==> src/rtl/i2cmf_pkg.sv <==
package i2cmf_pkg;
  localparam int BYTE_W = 8;

  typedef enum logic [1:0] {SDA_RELEASE, SDA_ACK, SDA_DATA} sdaMode_e;

  typedef enum logic [2:0] {
    ST_IDLE, ST_RX, ST_RX_ACKWAIT, ST_RX_ACK, ST_TX, ST_TX_ACK, ST_TX_END
  } busState_e;

  typedef enum logic [1:0] {BK_SLAVE, BK_OFFSET, BK_DATA} byteKind_e;

  // strobes from control to datapath
  typedef struct packed {
    logic     shiftIn;
    logic     txShift;
    logic     cntClr;
    logic     ptrLoad;
    logic     memWr;
    logic     memRd;
    sdaMode_e sdaMode;
  } dpStrobe_t;
endpackage

==> src/rtl/i2cmf_sync.sv <==
module i2cmf_sync #(
  parameter int STAGES = 2
) (
  input  logic clk,
  input  logic rstN,
  input  logic sclIn,
  input  logic sdaIn,
  output logic sdaBit,
  output logic sclRise,
  output logic sclFall,
  output logic busStart,
  output logic busStop
);
  localparam int PIPE_W = STAGES + 1;

  logic [PIPE_W-1:0] sclPipe;
  logic [PIPE_W-1:0] sdaPipe;

  always_ff @(posedge clk or negedge rstN) begin
    if (!rstN) begin
      sclPipe <= '1;
      sdaPipe <= '1;
    end else begin
      sclPipe <= {sclPipe[PIPE_W-2:0], sclIn};
      sdaPipe <= {sdaPipe[PIPE_W-2:0], sdaIn};
    end
  end

  logic sclNow, sclOld, sdaNow, sdaOld;
  assign sclNow = sclPipe[STAGES-1];
  assign sclOld = sclPipe[STAGES];
  assign sdaNow = sdaPipe[STAGES-1];
  assign sdaOld = sdaPipe[STAGES];

  assign sdaBit   = sdaNow;
  assign sclRise  = sclNow & ~sclOld;
  assign sclFall  = ~sclNow & sclOld;
  assign busStart = sclNow & sclOld & sdaOld & ~sdaNow;
  assign busStop  = sclNow & sclOld & ~sdaOld & sdaNow;
endmodule

==> src/rtl/i2cmf_datapath.sv <==
module i2cmf_datapath
  import i2cmf_pkg::*;
#(
  parameter logic [BYTE_W-1:0] FIXED_SLAVE   = 8'hA2,
  parameter logic [BYTE_W-1:0] RESET_SLAVE   = 8'hA0,
  parameter logic [BYTE_W-1:0] SLAVE_REG_LOC = 8'h9F
) (
  input  logic              clk,
  input  logic              rstN,
  input  dpStrobe_t         strb,
  input  logic              sdaBit,
  input  logic              addrSelect,
  input  logic [BYTE_W-1:0] memRdData,
  output logic              cntLast,
  output logic              addrMatch,
  output logic              rwBit,
  output logic              sdaPullLow,
  output logic [BYTE_W-1:0] memAddr,
  output logic              memWrEn,
  output logic [BYTE_W-1:0] memWrData,
  output logic              memRdEn
);
  localparam int CNT_W = $clog2(BYTE_W);
  localparam logic [CNT_W-1:0] CNT_END = CNT_W'(BYTE_W - 1);

  logic [BYTE_W-1:0] rxSr, txSr, ptr, slaveReg;
  logic [CNT_W-1:0]  bitCnt;
  logic              rdPend;

  always_ff @(posedge clk or negedge rstN) begin
    if (!rstN) begin
      rxSr     <= '0;
      txSr     <= '1;
      ptr      <= '0;
      slaveReg <= RESET_SLAVE;
      bitCnt   <= '0;
      rdPend   <= 1'b0;
    end else begin
      rdPend <= strb.memRd;
      if (strb.cntClr) begin
        bitCnt <= '0;
      end else if (strb.shiftIn || strb.txShift) begin
        bitCnt <= bitCnt + 1'b1;
      end
      if (strb.shiftIn) begin
        rxSr <= {rxSr[BYTE_W-2:0], sdaBit};
      end
      if (rdPend) begin
        txSr <= memRdData;
      end else if (strb.txShift) begin
        txSr <= {txSr[BYTE_W-2:0], 1'b1};
      end
      if (strb.ptrLoad) begin
        ptr <= rxSr;
      end else if (strb.memWr || rdPend) begin
        ptr <= ptr + 1'b1;
      end
      if (strb.memWr && ptr == SLAVE_REG_LOC) begin
        slaveReg <= rxSr;
      end
    end
  end

  logic [BYTE_W-1:0] ownAddr;
  assign ownAddr   = addrSelect ? slaveReg : FIXED_SLAVE;
  assign addrMatch = rxSr[BYTE_W-1:1] == ownAddr[BYTE_W-1:1];
  assign rwBit     = rxSr[0];
  assign cntLast   = bitCnt == CNT_END;

  assign sdaPullLow = (strb.sdaMode == SDA_ACK) ||
                      (strb.sdaMode == SDA_DATA && !txSr[BYTE_W-1]);
  assign memAddr   = ptr;
  assign memWrEn   = strb.memWr;
  assign memWrData = rxSr;
  assign memRdEn   = strb.memRd;
endmodule

==> src/rtl/i2cmf_control.sv <==
module i2cmf_control
  import i2cmf_pkg::*;
(
  input  logic      clk,
  input  logic      rstN,
  input  logic      busStart,
  input  logic      busStop,
  input  logic      sclRise,
  input  logic      sclFall,
  input  logic      sdaBit,
  input  logic      cntLast,
  input  logic      addrMatch,
  input  logic      rwBit,
  input  logic      writeBusy,
  output dpStrobe_t strb
);
  busState_e state, stateNext;
  byteKind_e kind, kindNext;
  sdaMode_e  mode, modeNext;
  logic      readDir, readDirNext;
  logic      acked, ackedNext;

  always_comb begin
    stateNext   = state;
    kindNext    = kind;
    modeNext    = mode;
    readDirNext = readDir;
    ackedNext   = acked;
    strb        = '0;

    if (busStart) begin
      stateNext    = ST_RX;
      kindNext     = BK_SLAVE;
      modeNext     = SDA_RELEASE;
      strb.cntClr  = 1'b1;
    end else if (busStop) begin
      stateNext = ST_IDLE;
      modeNext  = SDA_RELEASE;
    end else begin
      unique case (state)
        ST_IDLE: ;
        ST_RX: begin
          if (sclRise) begin
            strb.shiftIn = 1'b1;
            if (cntLast) stateNext = ST_RX_ACKWAIT;
          end
        end
        ST_RX_ACKWAIT: begin
          if (sclFall) begin
            unique case (kind)
              BK_SLAVE: begin
                if (addrMatch && !writeBusy) begin
                  modeNext    = SDA_ACK;
                  readDirNext = rwBit;
                  strb.memRd  = rwBit;
                  stateNext   = ST_RX_ACK;
                end else begin
                  stateNext = ST_IDLE;
                end
              end
              BK_OFFSET: begin
                strb.ptrLoad = 1'b1;
                modeNext     = SDA_ACK;
                stateNext    = ST_RX_ACK;
              end
              default: begin
                strb.memWr = 1'b1;
                modeNext   = SDA_ACK;
                stateNext  = ST_RX_ACK;
              end
            endcase
          end
        end
        ST_RX_ACK: begin
          if (sclFall) begin
            strb.cntClr = 1'b1;
            if (kind == BK_SLAVE && readDir) begin
              modeNext  = SDA_DATA;
              stateNext = ST_TX;
            end else begin
              modeNext  = SDA_RELEASE;
              kindNext  = (kind == BK_SLAVE) ? BK_OFFSET : BK_DATA;
              stateNext = ST_RX;
            end
          end
        end
        ST_TX: begin
          if (sclFall) begin
            strb.txShift = 1'b1;
            if (cntLast) begin
              modeNext  = SDA_RELEASE;
              stateNext = ST_TX_ACK;
            end
          end
        end
        ST_TX_ACK: begin
          if (sclRise) begin
            ackedNext  = !sdaBit;
            strb.memRd = !sdaBit;
            stateNext  = ST_TX_END;
          end
        end
        ST_TX_END: begin
          if (sclFall) begin
            if (acked) begin
              strb.cntClr = 1'b1;
              modeNext    = SDA_DATA;
              stateNext   = ST_TX;
            end else begin
              stateNext = ST_IDLE;
            end
          end
        end
        default: stateNext = ST_IDLE;
      endcase
    end
    strb.sdaMode = mode;
  end

  always_ff @(posedge clk or negedge rstN) begin
    if (!rstN) begin
      state   <= ST_IDLE;
      kind    <= BK_SLAVE;
      mode    <= SDA_RELEASE;
      readDir <= 1'b0;
      acked   <= 1'b0;
    end else begin
      state   <= stateNext;
      kind    <= kindNext;
      mode    <= modeNext;
      readDir <= readDirNext;
      acked   <= ackedNext;
    end
  end
endmodule

==> src/rtl/i2c_mem_front.sv <==
module i2c_mem_front
  import i2cmf_pkg::*;
#(
  parameter int                SYNC_STAGES   = 2,
  parameter logic [BYTE_W-1:0] FIXED_SLAVE   = 8'hA2,
  parameter logic [BYTE_W-1:0] RESET_SLAVE   = 8'hA0,
  parameter logic [BYTE_W-1:0] SLAVE_REG_LOC = 8'h9F
) (
  input  logic              clk,
  input  logic              rstN,
  input  logic              sclIn,
  input  logic              sdaIn,
  output logic              sdaPullLow,
  input  logic              addrSelect,
  input  logic              writeBusy,
  output logic [BYTE_W-1:0] memAddr,
  output logic              memWrEn,
  output logic [BYTE_W-1:0] memWrData,
  output logic              memRdEn,
  input  logic [BYTE_W-1:0] memRdData
);
  logic sdaBit, sclRise, sclFall, busStart, busStop;
  logic cntLast, addrMatch, rwBit;
  dpStrobe_t strb;

  i2cmf_sync #(.STAGES(SYNC_STAGES)) uSync (
    .clk(clk), .rstN(rstN), .sclIn(sclIn), .sdaIn(sdaIn),
    .sdaBit(sdaBit), .sclRise(sclRise), .sclFall(sclFall),
    .busStart(busStart), .busStop(busStop)
  );

  i2cmf_control uCtrl (
    .clk(clk), .rstN(rstN), .busStart(busStart), .busStop(busStop),
    .sclRise(sclRise), .sclFall(sclFall), .sdaBit(sdaBit),
    .cntLast(cntLast), .addrMatch(addrMatch), .rwBit(rwBit),
    .writeBusy(writeBusy), .strb(strb)
  );

  i2cmf_datapath #(
    .FIXED_SLAVE(FIXED_SLAVE), .RESET_SLAVE(RESET_SLAVE),
    .SLAVE_REG_LOC(SLAVE_REG_LOC)
  ) uDp (
    .clk(clk), .rstN(rstN), .strb(strb), .sdaBit(sdaBit),
    .addrSelect(addrSelect), .memRdData(memRdData),
    .cntLast(cntLast), .addrMatch(addrMatch), .rwBit(rwBit),
    .sdaPullLow(sdaPullLow), .memAddr(memAddr), .memWrEn(memWrEn),
    .memWrData(memWrData), .memRdEn(memRdEn)
  );
endmodule

==> config.mk <==
export PLATFORM = sky130hd
export DESIGN_NAME = i2c_mem_front
export DESIGN_NICKNAME = d
export VERILOG_FILES = /design/src/rtl/i2cmf_pkg.sv /design/src/rtl/i2cmf_sync.sv /design/src/rtl/i2cmf_datapath.sv /design/src/rtl/i2cmf_control.sv /design/src/rtl/i2c_mem_front.sv
export SDC_FILE = /design/constraint.sdc
export NUM_CORES = 1
export LEC_CHECK = 0
export ABC_CLOCK_PERIOD_IN_PS = 5300
export CAP_MARGIN = 20
export CORE_ASPECT_RATIO = 0.5
export CORE_MARGIN = 2
export CORE_UTILIZATION = 50
export CTS_BUF_LIST = sky130_fd_sc_hd__clkbuf_16
export DETAILED_ROUTE_END_ITERATION = 10
export GPL_TIMING_DRIVEN = 0
export PLACE_DENSITY_LB_ADDON = 0.25
export SYNTH_ARGS = -nofsm -noshare
export SYNTH_HDL_FRONTEND = slang
export SYNTH_SLANG_ARGS = --single-unit
==> constraint.sdc <==
create_clock -name clk -period 5.3 [get_ports clk]
set_input_delay 0.795 -clock clk [delete_from_list [all_inputs] [get_ports clk]]
set_output_delay 0.795 -clock clk [all_outputs]
set_load 0.03 [all_outputs]
# After elaboration in Yosys (flattened, before gate mapping)

Cells that the tools add are included.
W data, S select, Z words.

Bits in registers: 51
Latch bits: 0
Bits in writable memories: 0
Memory bits (read-only): 0
Input bits: 14
Output and inout bits: 19
Logic and storage cells: 136
Memories: 0

$add $sub $neg: 2
Multiply operators: 0
Divide/modulo/power cells: 0
$lt $le $gt $ge: 0
Equality and inequality tests: 25
Shift-type cells: 0
Muxes and demuxes: 59
Bitwise logic cells: 13
Reduce and logical (&&, ||, !) cells: 24

Operators by type and width:

| kind                  | count |
|---|---|
| $mux W3               | 16 |
| $mux W2               | 21 |
| $mux W8               | 5 |
| $ne A4 B4 Y1 const B  | 8 |
| $pmux W3 S7           | 1 |
| $eq A3 B3 Y1 const B  | 4 |
| $mux W1               | 12 |
| $reduce_bool A2 Y1    | 5 |
| $reduce_and A9 Y1     | 1 |
| $add A8 B1 Y8 const B | 1 |
| $eq A8 B8 Y1 const B  | 1 |
| $pmux W2 S4           | 1 |
| $reduce_and A4 Y1     | 2 |
| $reduce_and A8 Y1     | 1 |
| $and A1 B1 Y1         | 7 |
| $eq A7 B7 Y1          | 1 |
| $eq A3 B2 Y1 const B  | 2 |
| $mux W6               | 1 |
| $not A1 Y1            | 6 |
| $reduce_and A6 Y1     | 1 |
| $reduce_bool A6 Y1    | 1 |
| $ne A5 B4 Y1 const B  | 1 |
| $eq A2 B1 Y1 const B  | 2 |
| $logic_and A1 B1 Y1   | 4 |
| other kinds (12)      | 18 |

# Longest topological paths before layout

Gate-level depths: netlist of the first run.

Word-level depth: 12
Depth in mapped cells: 7
Gate-level depth less buffers: 7

# Hierarchy

A second synthesis of the first run with hierarchy kept.

Cells, all modules: 249
Area, all modules: 2,605.0 µm²

By module, submodules not included:

| module         | times used | cells each | area an instance (µm²) | sequential area each (µm²) |
|---|---|---|---|---|
| i2cmf_datapath | 1          | 154        | 1,729.2                | 888.4 |
| i2cmf_control  | 1          | 85         | 685.7                  | 225.2 |
| i2cmf_sync     | 1          | 10         | 190.2                  | 157.7 |

# Worst setup path after synthesis of the first run

No wires, ideal clock.

Path kind: input-to-output
Start: in addrSelect
End: out memRdEn
Arrival: 2.146 ns
Data required time: 4.505 ns
Path slack: 2.359 ns
Stages: 7
Buffers on the path: 1
Cell sequence: buf_4 > and2b_1 > o22ai_2 > a2111oi_4 > and4b_4 > nand3_1 > o21ai_0

Longest elaborated chain between the ends: 9

Ends and longest elaborated chain:

| item                | RTL line             | RTL |
|---|---|---|
| from (decl)         | i2c_mem_front.sv:14  | `input logic addrSelect,` |
| $mux W8             | i2cmf_datapath.sv:65 | `assign ownAddr = addrSelect ? slaveReg : FIXED_SLAVE;` |
| $eq A7 B7 Y1        | i2cmf_datapath.sv:66 | `assign addrMatch = rxSr[BYTE_W-1:1] == ownAddr[BYTE_W-1:1];` |
| $logic_and A1 B1 Y1 | i2cmf_control.sv:52  | `if (addrMatch && !writeBusy) begin` |
| $mux W1             | i2cmf_control.sv:52  |  |
| $mux W1             | i2cmf_control.sv:50  | `unique case (kind)` |
| $mux W3             | i2cmf_control.sv:49  | `if (sclFall) begin` |
| $pmux W1 S2         | i2cmf_control.sv:40  | `unique case (state)` |
| $mux W6             | i2cmf_control.sv:36  | `end else if (busStop) begin` |
| $mux W3             | i2cmf_control.sv:31  | `if (busStart) begin` |
| to (decl)           | i2c_mem_front.sv:19  | `output logic memRdEn,` |

Every way passes these cells.

# Worst setup path in the final report of the first run

Start: in writeBusy
End: out memRdEn

Longest elaborated chain between the ends: 8

Ends and longest elaborated chain:

| item                | RTL line            | RTL |
|---|---|---|
| from (decl)         | i2c_mem_front.sv:15 | `input logic writeBusy,` |
| $logic_not A1 Y1    | i2cmf_control.sv:52 |  |
| $logic_and A1 B1 Y1 | i2cmf_control.sv:52 |  |
| $mux W1             | i2cmf_control.sv:52 |  |
| $mux W1             | i2cmf_control.sv:50 |  |
| $mux W3             | i2cmf_control.sv:49 |  |
| $pmux W1 S2         | i2cmf_control.sv:40 |  |
| $mux W6             | i2cmf_control.sv:36 |  |
| $mux W3             | i2cmf_control.sv:31 |  |

Every way passes these cells.

==> results of run 1 <==
==> logic make-up after synthesis <==
group / after synthesis / share of synthesized area, %
simple gates: 92 / 17.8
compound gates: 57 / 14.9
mux: 26 / 10.5
flops: 50 / 48.7
buf+inv: 18 / 3.26
fa+ha+maj: 3 / 1.44
xor+xnor: 10 / 3.35
==> sequential cells by signal, summed over array words and instances, names as in the netlist, 2 cells and up <==
name / flops
uDp.memAddr: 8
uCtrl.kind: 2
uDp.memWrData: 8
uCtrl.state: 3
uDp.bitCnt: 3
uDp.txSr: 8
uDp.slaveReg: 7
uSync.sdaPipe: 3
uSync.sclPipe: 3
uCtrl.mode: 2
==> worst max-delay path, cell delays in order <==
cell	delay, ns
sky130_fd_sc_hd__clkdlybuf4s50_1	0.44
sky130_fd_sc_hd__a2111oi_4	0.33
sky130_fd_sc_hd__and4b_4	0.35
sky130_fd_sc_hd__nand3_1	0.11
sky130_fd_sc_hd__o21ai_0	0.13
sky130_fd_sc_hd__clkdlybuf4s50_1	0.71
==> placed cells by master (no fill, tap or decap), types with 2 or more instances in the layout <==
cell,instances
sky130_fd_sc_hd__clkbuf_16,5
sky130_fd_sc_hd__and3_1,5
sky130_fd_sc_hd__clkdlybuf4s50_1,30
sky130_fd_sc_hd__a21oi_1,20
sky130_fd_sc_hd__dfstp_2,16
sky130_fd_sc_hd__dfrtp_1,34
sky130_fd_sc_hd__nand3_1,13
sky130_fd_sc_hd__a211oi_1,2
sky130_fd_sc_hd__buf_2,6
sky130_fd_sc_hd__nor2b_1,6
sky130_fd_sc_hd__o21ai_0,15
sky130_fd_sc_hd__buf_4,3
sky130_fd_sc_hd__o22ai_1,2
sky130_fd_sc_hd__xnor2_1,2
sky130_fd_sc_hd__nand2_1,31
sky130_fd_sc_hd__clkbuf_1,4
sky130_fd_sc_hd__mux2_2,8
sky130_fd_sc_hd__xor2_1,8
sky130_fd_sc_hd__nand2b_1,5
sky130_fd_sc_hd__mux2i_1,14
sky130_fd_sc_hd__a31oi_1,4
sky130_fd_sc_hd__ha_1,3
sky130_fd_sc_hd__and2_1,2
sky130_fd_sc_hd__nor2_1,20
sky130_fd_sc_hd__inv_1,6
sky130_fd_sc_hd__mux2_1,4
==> cell type report <==
cell class | instances | area share [%]
inverter | 6 | 0.706
buffer | 12 | 1.96
timing repair buffer | 32 | 10.2
sequential | 50 | 39.9
clock inverter | 3 | 1.18
tap | 70 | 2.75
clock buffer | 5 | 3.92
multi-input combinational | 188 | 39.4
==> metal layers <==
metal  GRT usage (%)  share of wire [%]
met5               0                  0
met3            4.80                3.8
met2            35.8                 47
met1            24.0                 47
met4            8.11                1.3
==> power by group <==
part	leakage [nW]	total (mW)	switching [mW]	internal [mW]
logic	0.697	0.304	0.161	0.143
clock network	0.0826	0.352	0.132	0.219
registers	0.631	0.563	0.0779	0.485
total	1.41	1.22	0.371	0.847
==> per-stage QoR <==
step | util (%) | power, mW | worst slack, ns | instance area, um^2 | hold WS [ns]
3_3_place_gp | 60.5 | 0.855 | 1.63 | 3010 | 0.347
3_5_place_dp | 60.8 | 0.876 | 1.61 | 3030 | 0.348
6_report | 64.1 | 1.22 | 1.63 | 3190 | 0.356
2_1_floorplan | - | 0.743 | 2.36 | 2610 | 0.345
4_1_cts | 64.1 | 1.23 | 1.60 | 3190 | 0.357
5_1_grt | 64.1 | 1.28 | 1.54 | 3190 | 0.360
==> worst min-delay path by stage <==
stage | depth (start not counted) | end | start
3_3_place_gp | 0 | uSync.sclPipe[1]$_DFF_PN1_ | uSync.sclPipe[0]$_DFF_PN1_
5_1_grt | 0 | uSync.sclPipe[1]$_DFF_PN1_ | uSync.sclPipe[0]$_DFF_PN1_
4_1_cts | 0 | uSync.sdaPipe[1]$_DFF_PN1_ | uSync.sdaPipe[0]$_DFF_PN1_
6_report | 0 | uSync.sdaPipe[1]$_DFF_PN1_ | uSync.sdaPipe[0]$_DFF_PN1_
3_5_place_dp | 0 | uSync.sdaPipe[1]$_DFF_PN1_ | uSync.sdaPipe[0]$_DFF_PN1_
2_1_floorplan | 0 | uSync.sclPipe[1]$_DFF_PN1_ | uSync.sclPipe[0]$_DFF_PN1_
==> results.txt, run 1 <==
By instance count, the leading cell after synthesis is sky130_fd_sc_hd__dfrtp_1. The logs give 0 for the final setup violation count and 0 for the total of max-cap violations. For the final antenna diode count, the log shows 0.

In this run, the number of DRC markers left after iteration 0 of detailed routing was 122. The category of the critical setup timing path was in -> out. The die covers 5850 um^2.

The logs give 272 MHz for the maximum achievable frequency and 0 for the warning count from the yosys run. Of the synthesized area, sequential elements account for 48.7%. Once the floorplan was initialized, standard cells occupied 52.5% of the core. The register bit count reported by yosys was 50. Synthesis produced a netlist whose cell count is 256. The top-area cell type share of the netlist area works out to 32.6%. The first global-routing pass estimated 8740 um of wire.

For the pin with the worst max-slew slack, the measured transition is 0.445 ns. The worst register-to-register path has a setup slack of 3.25 ns. Between clock sinks in the finished design, the worst skew comes to 0.00808 ns. The total I/O pin count was 33; the footprint of the flip-flops and latches was 1270 um^2. The total number of H-tree levels was 2; the fill cell total of the finished layout was 407.

Following the worst setup path forward leads to its endpoint at memRdEn. The run gives 19.9% as the global-route total usage across every layer. Summed over all failing endpoints, the final setup total negative slack is 0 ns. Dividing the synthesized area by the synthesized cell count gives 10.2 um^2. The critical path starts at writeBusy. The floorplan step set the die height to 55.1 um.

In this run the static leakage power is 1.41 nW. The clock period minus worst slack is 3.67 ns, and the remaining global-route overflow is 0. Row generation in the floorplan step produced 18 rows. For this run, the number of standard cells in the final layout without fillers is 366. The tools report the clock root buffer master as sky130_fd_sc_hd__clkbuf_16. The floorplan step set the die width to 106 um. The count of nets after finishing came out at 312.

STA classifies the critical path startpoint as an input port. The final layout contains routed wiring with a total length of 5360 um. In the synthesized netlist the dominant register cell turns out to be sky130_fd_sc_hd__dfrtp_1. The tools report the cell count after placement as 358.

By area the synthesized netlist is led by sky130_fd_sc_hd__dfrtp_1 33%, sky130_fd_sc_hd__dfstp_2 16%, sky130_fd_sc_hd__mux2i_1 5.4%, sky130_fd_sc_hd__nand2_1 4.5%, sky130_fd_sc_hd__a21oi_1 3.8%. The number of pins exceeding their max-slew limit in the final report is 0, and the maximum vdd ir drop is 210 uV. Setup repair after global routing left no endpoint under its margin.

After synthesis the cells add up to 2610 um^2. Number of distinct library cell variants in the gate-level netlist after synthesis: 49. The run finished with clean final reports.

Counting along the longest clock path gives a buffer depth of 2. After detailed routing, the average wire length per cell comes to 14.6 um. The number of hold violations in the final report was 0. For the via count of the first global-routing pass, the log shows 1900. Gates resized during post-CTS repair numbered 0. The worst setup path is captured at a primary output. Number of buffers inserted by port buffering: 31. In this run the critical register-to-register path is launched from uSync.sclPipe[2]$_DFF_PN1_.

Compared with the post-synthesis result, the final layout area differs by 22.0%. For this design the ratio of total power to cell area is 382 nW/um^2. The clock net in this run drives a total of 50 sinks. The endpoint identified for the worst register-to-register timing path is uDp.memAddr[6]$_DFFE_PN0P_.

The number of enable-type register cells in the synthesized netlist was 0. The routed via count divided by cell count works out to 5.46. The run gives 0.936 as the global placement routability congestion. The number of nets produced by synthesis was 273; the latest clock arrival within the worst-skew pair was 0.29 ns. The post-route netlist has 16.6% of its cells at a drive strength greater than 1.

Before antenna repair, the detailed router went through 5 iterations. The tools report the area used by multi-input combinational logic as 1260 um^2. After synthesis, the most frequently instantiated cells are 34 x sky130_fd_sc_hd__dfrtp_1, 31 x sky130_fd_sc_hd__nand2_1, 20 x sky130_fd_sc_hd__a21oi_1, 20 x sky130_fd_sc_hd__nor2_1, 16 x sky130_fd_sc_hd__dfstp_2. The count of buffers added by post-CTS timing repair for setup came out at 0. Summed over all nets, the half-perimeter wirelength after detailed placement is 3940 um.

In the synthesized netlist the async set-or-reset flop fraction comes to 100%. The worst reg-to-reg path cell count is 6. The number of routed nets with antenna violations is 0, and the required time of the critical path is 4.51 ns. Entering global routing, the biggest net connects 36 pins. In the routed design, unresolved DRC markers number 0. For this design, the CTS-stage hold fixing added 0 buffers.

The cell accounting for the most synthesized area is sky130_fd_sc_hd__dfrtp_1. Of the available clock period, the critical path in the final layout requires 69.2%. The logs give 2000 for the total via count in the routed design and 5 for the number of buffers added by the clock tree synthesis step. Clock-pin slew was measured on the worst setup and hold paths at 0.06 ns. The initial antenna violation count was 0. The total area inside the core boundary comes to 4980 um^2. The min-delay analysis places its worst path in the category reg -> reg. The worst slew margin relative to its limit came out at 70.0%.

TritonCTS built the clock tree. The data arrival at the endpoint of the critical path came out at 2.87 ns. Of all nets on the critical path, the largest fanout is 5.
Power figures use the tool's default switching activity.
==> run 2, diff against run 1 <==
Settings changed: ABC_CLOCK_PERIOD_IN_PS 5300 to 3700.
Clock period 5.3 ns to 3.7 ns, I/O delays scaled along.
==> results of run 2 <==
The final DEF is identical to that of run 1. Status: completed.
Main changes from that run: setup slack after placement 1.61 ns -> 0.486 ns; setup slack after layout 1.63 ns -> 0.510 ns; hold slack 0.356 ns -> 0.172 ns; register-to-register setup slack 3.25 ns -> 1.65 ns; total power 1.22 mW -> 1.75 mW; worst IR drop on VDD 210 uV -> 301 uV
